===== src/rtl/cdr_sup_pkg.sv =====
// Package: shared state encoding and the constant arithmetic for the
// expected edge count and its tolerance. Assumes the toggle divider and the
// window are chosen so that the count stays below half the window.
package cdr_sup_pkg;

    typedef enum logic [1:0] {
        ST_REF_TRAIN = 2'd0,
        ST_REF_HOLD  = 2'd1,
        ST_TRACK     = 2'd2
    } lock_st_t;

    // Index bits: [2] reference-high select, [1:0] rate code.
    // Rates and references are in units of 6.48 MHz.
    function automatic int expected_count(int win_log2, int tgl_div, int idx);
        longint line_u;
        longint ref_u;
        longint num;
        longint den;
        case (idx & 3)
            0:       line_u = 96;
            1:       line_u = 24;
            default: line_u = 8;
        endcase
        ref_u = (((idx >> 2) & 1) == 1) ? 64'sd12 : 64'sd3;
        num   = (64'sd1 <<< win_log2) * line_u;
        den   = ref_u * longint'(tgl_div);
        return int'((num + den / 2) / den);
    endfunction

    // Roughly 500 ppm of the expected count plus one count of phase slip.
    function automatic int tolerance_count(int expected);
        return (expected >>> 11) + 1;
    endfunction

endpackage


===== src/rtl/cdr_sync.sv =====
// Module: multi-stage synchronizer for one asynchronous level into the
// reference domain. Assumes STAGES >= 2; RST_VAL is the value presented
// while in reset.
module cdr_sync #(
    parameter int   STAGES  = 2,
    parameter logic RST_VAL = 1'b0
) (
    input  logic clk,
    input  logic rst_n,
    input  logic d,
    output logic q
);
    logic [STAGES-1:0] shreg;

    // Shift the asynchronous level through the flop chain.
    always_ff @(posedge clk) begin
        if (!rst_n) shreg <= {STAGES{RST_VAL}};
        else        shreg <= {shreg[STAGES-2:0], d};
    end

    assign q = shreg[STAGES-1];
endmodule


===== src/rtl/cdr_rate_meter.sv =====
// Module: counts rising edges of the synchronized recovered-clock toggle over
// a window of 2^WIN_LOG2 reference cycles and flags whether the count lies
// within tolerance of the value for the selected rate and reference.
// Assumes the toggle's period is at least two reference cycles.
module cdr_rate_meter
    import cdr_sup_pkg::*;
#(
    parameter int WIN_LOG2    = 16,
    parameter int TGL_DIV     = 128,
    parameter int SYNC_STAGES = 2
) (
    input  logic       clk,
    input  logic       rst_n,
    input  logic       tgl_async,
    input  logic [1:0] rate_sel,
    input  logic       ref_hi,
    output logic       win_end,
    output logic       win_ok
);
    localparam int CNT_W = WIN_LOG2 + 1;
    localparam int N_SEL = 8;

    logic             tgl_s;
    logic             tgl_d;
    logic             rise;
    logic [WIN_LOG2-1:0] win_cnt;
    logic             win_last;
    logic [CNT_W-1:0] edge_cnt;
    logic [CNT_W-1:0] total;
    logic [CNT_W-1:0] exp_tab [N_SEL];
    logic [CNT_W-1:0] tol_tab [N_SEL];
    logic [CNT_W-1:0] exp_cur;
    logic [CNT_W-1:0] tol_cur;
    logic [CNT_W-1:0] diff;
    logic [2:0]       sel;

    cdr_sync #(.STAGES(SYNC_STAGES), .RST_VAL(1'b0)) u_tgl_sync (
        .clk   (clk),
        .rst_n (rst_n),
        .d     (tgl_async),
        .q     (tgl_s)
    );

    // Constant tables of expected counts and tolerances, one per selection.
    for (genvar g = 0; g < N_SEL; g++) begin : g_tab
        assign exp_tab[g] = CNT_W'(expected_count(WIN_LOG2, TGL_DIV, g));
        assign tol_tab[g] = CNT_W'(tolerance_count(expected_count(WIN_LOG2, TGL_DIV, g)));
    end

    assign sel      = {ref_hi, rate_sel};
    assign exp_cur  = exp_tab[sel];
    assign tol_cur  = tol_tab[sel];
    assign rise     = tgl_s & ~tgl_d;
    assign win_last = &win_cnt;
    assign total    = edge_cnt + CNT_W'(rise);
    assign diff     = (total >= exp_cur) ? (total - exp_cur) : (exp_cur - total);

    // Delay the synchronized toggle for edge detection.
    always_ff @(posedge clk) begin
        if (!rst_n) tgl_d <= 1'b0;
        else        tgl_d <= tgl_s;
    end

    // Free-running window position.
    always_ff @(posedge clk) begin
        if (!rst_n) win_cnt <= '0;
        else        win_cnt <= win_cnt + 1'b1;
    end

    // Accumulate edges and issue the window decision one cycle after the last cycle.
    always_ff @(posedge clk) begin
        if (!rst_n) begin
            edge_cnt <= '0;
            win_end  <= 1'b0;
            win_ok   <= 1'b0;
        end else if (win_last) begin
            edge_cnt <= '0;
            win_end  <= 1'b1;
            win_ok   <= (diff <= tol_cur);
        end else begin
            edge_cnt <= total;
            win_end  <= 1'b0;
        end
    end
endmodule


===== src/rtl/cdr_los_qual.sv =====
// Module: brings signal-detect and the digital loss flag into the reference
// domain and forms the loss-of-signal level. Assumes the polarity select is
// static. In reset the loss flag is presented as asserted so data is muted.
module cdr_los_qual #(
    parameter int SYNC_STAGES = 2
) (
    input  logic clk,
    input  logic rst_n,
    input  logic sd_pin,
    input  logic sd_act_low,
    input  logic dlos,
    output logic los
);
    logic sd_s;
    logic dlos_s;
    logic sd_present;

    cdr_sync #(.STAGES(SYNC_STAGES), .RST_VAL(1'b0)) u_sd_sync (
        .clk   (clk),
        .rst_n (rst_n),
        .d     (sd_pin),
        .q     (sd_s)
    );

    cdr_sync #(.STAGES(SYNC_STAGES), .RST_VAL(1'b1)) u_dlos_sync (
        .clk   (clk),
        .rst_n (rst_n),
        .d     (dlos),
        .q     (dlos_s)
    );

    // Apply the polarity select and merge both loss sources.
    always_comb begin
        sd_present = sd_s ^ sd_act_low;
        los        = dlos_s | ~sd_present;
    end
endmodule


===== src/rtl/cdr_lock_fsm.sv =====
// Module: lock state machine. It settles on the reference after reset, then
// needs ACQ_WINDOWS consecutive clean in-tolerance windows before it tracks
// data. It drops back on loss of signal or a bad window, and keeps a sticky
// loss-of-lock flag with an interrupt. Assumes win_end is a one-cycle pulse.
module cdr_lock_fsm
    import cdr_sup_pkg::*;
#(
    parameter int REF_SETTLE  = 4096,
    parameter int ACQ_WINDOWS = 2
) (
    input  logic clk,
    input  logic rst_n,
    input  logic los,
    input  logic win_end,
    input  logic win_ok,
    input  logic lol_clr,
    input  logic irq_en,
    output logic lol,
    output logic train_ref,
    output logic lol_sticky,
    output logic irq
);
    localparam int SET_W = $clog2(REF_SETTLE + 1);
    localparam int RUN_W = $clog2(ACQ_WINDOWS + 1);

    lock_st_t         st;
    logic [SET_W-1:0] settle_cnt;
    logic [RUN_W-1:0] good_run;
    logic             los_seen;
    logic             good_win;
    logic             lose_evt;

    assign good_win = win_end & win_ok & ~los_seen & ~los;
    assign lose_evt = (st == ST_TRACK) & (los | (win_end & ~win_ok));

    // Remember any loss of signal within the current window.
    always_ff @(posedge clk) begin
        if (!rst_n)       los_seen <= 1'b1;
        else if (win_end) los_seen <= los;
        else              los_seen <= los_seen | los;
    end

    // Advance the lock state and the acquisition run counter.
    always_ff @(posedge clk) begin
        if (!rst_n) begin
            st         <= ST_REF_TRAIN;
            settle_cnt <= '0;
            good_run   <= '0;
        end else begin
            case (st)
                ST_REF_TRAIN: begin
                    settle_cnt <= settle_cnt + 1'b1;
                    if (settle_cnt == SET_W'(REF_SETTLE - 1)) st <= ST_REF_HOLD;
                end
                ST_REF_HOLD: begin
                    if (los) begin
                        good_run <= '0;
                    end else if (win_end) begin
                        if (good_win) begin
                            if (good_run == RUN_W'(ACQ_WINDOWS - 1)) begin
                                st       <= ST_TRACK;
                                good_run <= '0;
                            end else begin
                                good_run <= good_run + 1'b1;
                            end
                        end else begin
                            good_run <= '0;
                        end
                    end
                end
                ST_TRACK: begin
                    if (lose_evt) st <= ST_REF_HOLD;
                end
                default: st <= ST_REF_TRAIN;
            endcase
        end
    end

    // Sticky loss-of-lock flag; a new event takes priority over a clear.
    always_ff @(posedge clk) begin
        if (!rst_n)        lol_sticky <= 1'b0;
        else if (lose_evt) lol_sticky <= 1'b1;
        else if (lol_clr)  lol_sticky <= 1'b0;
    end

    // Status outputs derived from the state.
    always_comb begin
        lol       = (st != ST_TRACK);
        train_ref = lol;
        irq       = lol_sticky & irq_en;
    end
endmodule


===== src/rtl/cdr_lock_sup.sv =====
// Module: top of the per-channel lock and signal-loss supervisor. It ties the
// rate meter, the loss-of-signal qualifier and the lock state machine
// together. All logic runs on the local reference clock.
module cdr_lock_sup #(
    parameter int WIN_LOG2    = 16,
    parameter int TGL_DIV     = 128,
    parameter int REF_SETTLE  = 4096,
    parameter int ACQ_WINDOWS = 2,
    parameter int SYNC_STAGES = 2
) (
    input  logic       clk,
    input  logic       rst_n,
    input  logic       rec_tgl,
    input  logic       sd_pin,
    input  logic       sd_act_low,
    input  logic       dlos,
    input  logic [1:0] rate_sel,
    input  logic       ref_hi,
    input  logic       irq_en,
    input  logic       lol_clr,
    output logic       lol,
    output logic       train_ref,
    output logic       mute,
    output logic       lol_sticky,
    output logic       irq
);
    logic win_end;
    logic win_ok;
    logic los;

    cdr_rate_meter #(
        .WIN_LOG2    (WIN_LOG2),
        .TGL_DIV     (TGL_DIV),
        .SYNC_STAGES (SYNC_STAGES)
    ) u_meter (
        .clk       (clk),
        .rst_n     (rst_n),
        .tgl_async (rec_tgl),
        .rate_sel  (rate_sel),
        .ref_hi    (ref_hi),
        .win_end   (win_end),
        .win_ok    (win_ok)
    );

    cdr_los_qual #(.SYNC_STAGES(SYNC_STAGES)) u_los (
        .clk        (clk),
        .rst_n      (rst_n),
        .sd_pin     (sd_pin),
        .sd_act_low (sd_act_low),
        .dlos       (dlos),
        .los        (los)
    );

    cdr_lock_fsm #(
        .REF_SETTLE  (REF_SETTLE),
        .ACQ_WINDOWS (ACQ_WINDOWS)
    ) u_fsm (
        .clk        (clk),
        .rst_n      (rst_n),
        .los        (los),
        .win_end    (win_end),
        .win_ok     (win_ok),
        .lol_clr    (lol_clr),
        .irq_en     (irq_en),
        .lol        (lol),
        .train_ref  (train_ref),
        .lol_sticky (lol_sticky),
        .irq        (irq)
    );

    assign mute = los;
endmodule


===== config.mk =====
export PLATFORM = sky130hd
export DESIGN_NAME = cdr_lock_sup
export DESIGN_NICKNAME = d
export VERILOG_FILES = /design/src/rtl/cdr_sup_pkg.sv /design/src/rtl/cdr_sync.sv /design/src/rtl/cdr_rate_meter.sv /design/src/rtl/cdr_los_qual.sv /design/src/rtl/cdr_lock_fsm.sv /design/src/rtl/cdr_lock_sup.sv
export SDC_FILE = /design/constraint.sdc
export NUM_CORES = 1
export LEC_CHECK = 0
export ABC_CLOCK_PERIOD_IN_PS = 7150
export BUFFER_PORTS_ARGS = -buffer_cell sky130_fd_sc_hd__buf_2
export CAP_MARGIN = 40
export CORE_MARGIN = 3
export CORE_UTILIZATION = 55
export DETAILED_ROUTE_END_ITERATION = 6
export PLACE_DENSITY = 0.78
export SLEW_MARGIN = 10
export SYNTH_ARGS = -nofsm -noshare
export SYNTH_HDL_FRONTEND = slang
export SYNTH_SLANG_ARGS = --single-unit
export TNS_END_PERCENT = 1

===== constraint.sdc =====
create_clock -name clk -period 7.15 [get_ports clk]
set_input_delay 2.145 -clock clk [delete_from_list [all_inputs] [get_ports clk]]
set_output_delay 2.145 -clock clk [all_outputs]
set_load 0.05 [all_outputs]

Word level (Yosys, flattened, before mapping):

Memory sizes are Yosys's and may differ from the RTL's.
Index checks and enable logic that the tools add are counted.

* add/sub/neg operators: 6
* magnitude comparators: 3
* eq/ne operators: 11
* muxes and demuxes: 20
* bitwise gates (word level): 18
* reduce and logical (&&, ||, !) cells: 7

Operators with widths (count)
* $mux W17: 5
* $sub A17 B17 Y17: 2
* $mux W2: 10
* $add A17 B1 Y17: 1
* $ge A17 B17 Y1: 1
* $le A17 B17 Y1: 1
* $add A16 B1 Y16 const B: 1
* $reduce_and A16 Y1: 1
* $add A13 B1 Y13 const B: 1
* $eq A13 B12 Y1 const B: 1
* $ne A2 B1 Y1 const B: 4
* $and A1 B1 Y1: 7
* $ne A2 B2 Y1 const B: 3
* $not A1 Y1: 6
* $pmux W2 S3: 1
* $reduce_and A6 Y1: 1
* $eq A2 B1 Y1 const B: 2
* $ge A4 B4 Y1 const B: 1
* $mux W1: 4
* $not A3 Y4: 1
* $reduce_bool A2 Y1: 2
* $or A1 B1 Y1: 3
* $add A2 B1 Y2 const B: 1
* $eq A2 B2 Y1 const B: 1
* other kinds (4): 4

* flip-flop bits (word level): 61
* bits in read-only memories: 272
* input bits: 11
* output and inout bits: 5
* logic and storage cells: 80
* memories kept: 2

Memory list
* (name not given): words 8, width 17, rd ports 1, clocked after memory_dff 0, wr ports 0, line cdr_rate_meter.sv:51 `assign exp_cur = exp_tab[sel];`
* (name not given): words 8, width 17, rd ports 1, clocked after memory_dff 0, wr ports 0, line cdr_rate_meter.sv:52 `assign tol_cur = tol_tab[sel];`

Logic depth before layout (Yosys ltp):

* depth in word-level cells: 9
* mapped depth: 26
* mapped depth without buffers: 24

By module:

From an unflattened synthesis, not the netlist that was laid out.

* cell total of the unflattened synthesis: 518
* area, all modules: 4212.8 um^2

By module, submodules not included
* cdr_rate_meter: instances 1, cells each 406, area each 3153.0 um^2, seq. area each 720.7 um^2
* cdr_lock_fsm: instances 1, cells each 98, area each 887.1 um^2, seq. area each 380.4 um^2
* cdr_sync: instances 3, cells each 4, area each 52.6 um^2, seq. area each 40.0 um^2
* cdr_los_qual: instances 1, cells each 2, area each 15.0 um^2, seq. area each 0.0 um^2

Least setup slack after synthesis:

No wires, ideal clock.

* path kind: input to register
* start: in rate_sel[1]
* end: reg u_meter.win_ok
* setup time: 84 ps
* arrival: 5529 ps
* data required time: 7066 ps
* path slack: 1536 ps
* stages on the path: 19
* buffers on the path: 2
* cells stage by stage: inv_1 ha_1 clkdlybuf4s25_2 a21boi_1 or3_1 a311o_2 a21o_1 buf_6 nor2_1 a21oi_1 xnor2_1 ha_1 o21ai_0 o22ai_1 nor2_1 nand3_1 o21ai_0 nand4b_1 o31ai_2

* longest elaborated chain between the ends: 7
* elaborated cells between the ends (all ways): 12
* classes of those cells: add/sub (2); order compare (2); mux (5); bitwise (1); memory (2)

RTL lines
* start, declared: line cdr_lock_sup.sv:17 `input logic [1:0] rate_sel,`
* $not A3 Y4 (not written as such) *: line cdr_rate_meter.sv:51, cdr_rate_meter.sv:52
* $mem_v2 Z8 W17
* $mux W17 (not written as such) (2 in series): line cdr_rate_meter.sv:51
* $sub A17 B17 Y17 / $ge A17 B17 Y1 (equally long branches): line cdr_rate_meter.sv:56 `assign diff = (total >= exp_cur) ? (total - exp_cur) : (exp_cur - total);`
* $mux W17: line cdr_rate_meter.sv:56
* $le A17 B17 Y1 *: line cdr_rate_meter.sv:79 `win_ok <= (diff <= tol_cur);`
* end signal, assigned: line cdr_rate_meter.sv:79
* end, declared: line cdr_rate_meter.sv:18 `output logic win_ok`

Mark *: on every way between the ends. The rest lies on a longest branch, timed or not. The select of a mux whose other input is x is not followed.
A chain may end at the register's enable or synchronous reset.

Worst setup path after layout:

Ends and elaborated chain as after synthesis.

==> results.sh <==
export IMPL_outcome="complete, no violations"
export IMPL_cts_buffers=9
export IMPL_grt_pass1_wl_um=14500
export IMPL_clockBufferDepth=2
export IMPL_fp_row_count=30
export IMPL_ys_flop_type="dfxtp_1"
export IMPL_cpPeakStageDelay_ns=0.44
export IMPL_crit_fanout=10
export IMPL_wl_met2_um=4060
export IMPL_die_area_um2=8270
export IMPL_finalInstanceArea_um2=4270
export IMPL_powerDensity_nw_per_um2=175
export IMPL_seq_area_frac_synth=0.308
export IMPL_drc_errors=0
export IMPL_postCtsSetupRepairBufs=0
export IMPL_setup_viol=0
export IMPL_cts_root_buf="clkbuf_8"
export IMPL_crit_slowest_cell="a311o_2"
export IMPL_fillCellCount=643
export IMPL_cts_tree="built"
export IMPL_antennaDiodeCount=0
export IMPL_clock_skew_ns=0.00748
export IMPL_rsz0062_at_grt="no"
export IMPL_vias=3453
export IMPL_synthXorXnorAreaFrac=0.113
export IMPL_startpoint_type="input pin"
export IMPL_cts_resized_gates=0
export IMPL_antenna_found_initial=0
export IMPL_min_from="u_los.u_dlos_sync.shreg[0]$_SDFF_PN1_"
export IMPL_crit_required_ns=7.42
export IMPL_hpwl_um=6520
export IMPL_cts_sinks=61
export IMPL_syn2layout_area_growth_pct=7.69
export IMPL_coreArea_um2=6910
export IMPL_synth_area_um2=3970
export IMPL_grt_overflow=0
export IMPL_synthesis_instances=480
export IMPL_drv_slew=0
export IMPL_synth_seq_cells=61
export IMPL_hold_slack_ns=0.424
export IMPL_finalHoldViolations=0
export IMPL_detail_route_antenna_nets=0
export IMPL_period_needed_ns=5.95
export IMPL_ff2ff_path_depth=23
export IMPL_synth_mux_area_frac=0.0155
export IMPL_fp_dieH_um=90.9
export IMPL_detail_route_iter0_violations=149
export IMPL_ir_drop_v=0.000106
export IMPL_gp_congestion=0.981
export IMPL_crit_path_end_kind="flip-flop"
export IMPL_slew_limit_headroom=0.484
export IMPL_async_reset_ff_frac=0
export IMPL_cts_max_level=3
export IMPL_synth_compound_area_frac=0.161
export IMPL_drt_wl_total_um=8580
export IMPL_pin_count=16
export IMPL_fmax_mhz=168
export IMPL_grt_max_degree=45
export IMPL_leakage_nw=1.82
export IMPL_vias_per_cell=5.85
export IMPL_synthAdderAreaFrac=0.0788
export IMPL_port_buffers=15
export IMPL_holdBufCountCts=0
export IMPL_syn_num_nets=516
export IMPL_fin_crit_sh=0.833
export IMPL_multiInputGateArea_um2=2560
export IMPL_fin_util=0.619
export IMPL_fin_setup_tns_ns=0
export IMPL_synth_area_top_cells="dfxtp_1, xnor2_1, ha_1, and2_1, nand2_1"
export IMPL_layout_drive_gt1_share=0.0931
export IMPL_cp_arrival_ns=6.22
export IMPL_crit_start="rate_sel[1]"
export IMPL_nNetsFinal=525
export IMPL_regArea_um2=1220
export IMPL_worstSetupPathType="input pin to flip-flop"
export IMPL_min_path_type="flip-flop to flip-flop"
export IMPL_first_pass_iters=5
export IMPL_top_layer="met4"
export IMPL_critical_path_cell_chain="buf_2, inv_1, ha_1, a21oi_1, a21boi_1, or3_1, a311o_2, a21o_1, nor2_1, a21oi_1, xnor2_1, ha_1, o21ai_0, o22ai_1, nor2_1, nand3_1, o21ai_0, nand4b_1, o31ai_2"
export IMPL_ys_warnings_count=0
export IMPL_max_cap_violations=0
export IMPL_start_util=0.574
export IMPL_synth_simple_area_share=0.278
export IMPL_clk_pin_slew_ns=0.07
export IMPL_yosys_cell_types_count=63
export IMPL_p_total_w=0.000746
export IMPL_synth_avg_cell_area_um2=8.27
export IMPL_synth_edf_count=0
export IMPL_met3_length_um=507
export IMPL_synth_top_area_cell="dfxtp_1"
export IMPL_clock_latency_ns=0.34
export IMPL_synthTopCellsByCount="dfxtp_1, and2_1, nand2_1, nor2_1, xnor2_1"
export IMPL_yosysTopAreaCellShare=0.308
export IMPL_met1_length_um=3740
export IMPL_die_w_um=90.9
export IMPL_grt_pass1_vias=3204
export IMPL_yosys_cell_count_top_type="dfxtp_1"
export IMPL_r2r_start="u_meter.u_tgl_sync.shreg[1]$_SDFF_PN0_"
export IMPL_grt_total_usage=0.215
export IMPL_wl_per_cell_um=14.5
export IMPL_dpl_cell_area_um2=4080
export IMPL_holdPathStages=1
export IMPL_worst_slew_pin_slew_ns=0.771
export IMPL_synth_top_family_by_area="simple AND/OR/NAND/NOR gates"
==> layout make-up <==
class | instances | area share
multi-input combinational | 376 | 0.599
tap | 96 | 0.0281
sequential | 61 | 0.286
clock buffer | 9 | 0.0290
timing repair buffer | 15 | 0.0176
inverter | 26 | 0.0228
clock inverter | 7 | 0.0173
==> where the power goes <==
part           leakage (nW)  switching (W)  internal, W
logic                  1.23      0.0000538    0.0000384
clock network        0.0996       0.000145     0.000162
registers             0.494     0.00000268     0.000345
==> metal layers <==
layer / global-route usage / vias up
met1: 0.264 / 1593
met3: 0.0381 / 30
met2: 0.362 / 120
met4: 0.108 / 0
met5: 0 / -
li1: - / 1710
==> kinds of logic after synthesis <==
| group | after synthesis |
|---|---|
| flip-flops | 61 |
| AO/OA/AOI/OAI | 92 |
| AND/OR/NAND/NOR | 202 |
| XOR/XNOR | 51 |
| multiplexers | 6 |
| buffers and inverters | 43 |
| adder cells (fa/ha/maj) | 25 |
==> cell usage in the layout (no fill, tap or decap), types with 13 or more instances in the layout <==
cell / n
xnor2_1: 36
nand3_1: 17
nand4_1: 13
nand2_1: 36
a21oi_1: 18
o21ai_0: 18
nor2_1: 36
buf_2: 15
and2_1: 37
inv_1: 26
dfxtp_1: 61
xor2_1: 15
ha_1: 25
==> worst paths after layout <==
check / end / slack [ns]
setup / recovery: u_meter.win_ok$_SDFFE_PN0P_ / 1.20
hold / removal: u_los.u_dlos_sync.shreg[1]$_SDFF_PN1_ / 0.42
setup reg to reg: u_meter.win_ok$_SDFFE_PN0P_ / 1.66
hold reg to reg: u_los.u_dlos_sync.shreg[1]$_SDFF_PN1_ / 0.42
==> through the flow <==
stage          setup slack [ns]  instances
2_1_floorplan              1.54        480
3_3_place_gp               1.14        574
3_5_place_dp              0.939        574
4_1_cts                    1.31        590
5_1_grt                   0.956        590
6_report                   1.20        590
==> sequential cells by signal, indices dropped and copies added, names as in the netlist <==
| register | count |
|---|---|
| u_meter.win_end | 1 |
| u_fsm.los_seen | 1 |
| u_meter.tgl_d | 1 |
| u_fsm.settle_cnt | 13 |
| u_fsm.st | 2 |
| u_los.u_sd_sync.shreg | 2 |
| u_meter.win_cnt | 16 |
| u_fsm.good_run | 2 |
| u_los.u_dlos_sync.shreg | 2 |
| u_meter.edge_cnt | 17 |
| u_fsm.lol_sticky | 1 |
| u_meter.win_ok | 1 |
| u_meter.u_tgl_sync.shreg | 2 |
==> critical path: cells and delay by family <==
kind	cells	cell delay (ns)
adders and majority gates	2	0.75
and+or+nand+nor	5	0.86
xor gates and xnor gates	1	0.14
buffers and inverters	2	0.32
AOI/OAI and AO/OA	9	2.01
(Power assumes the default switching activity.)
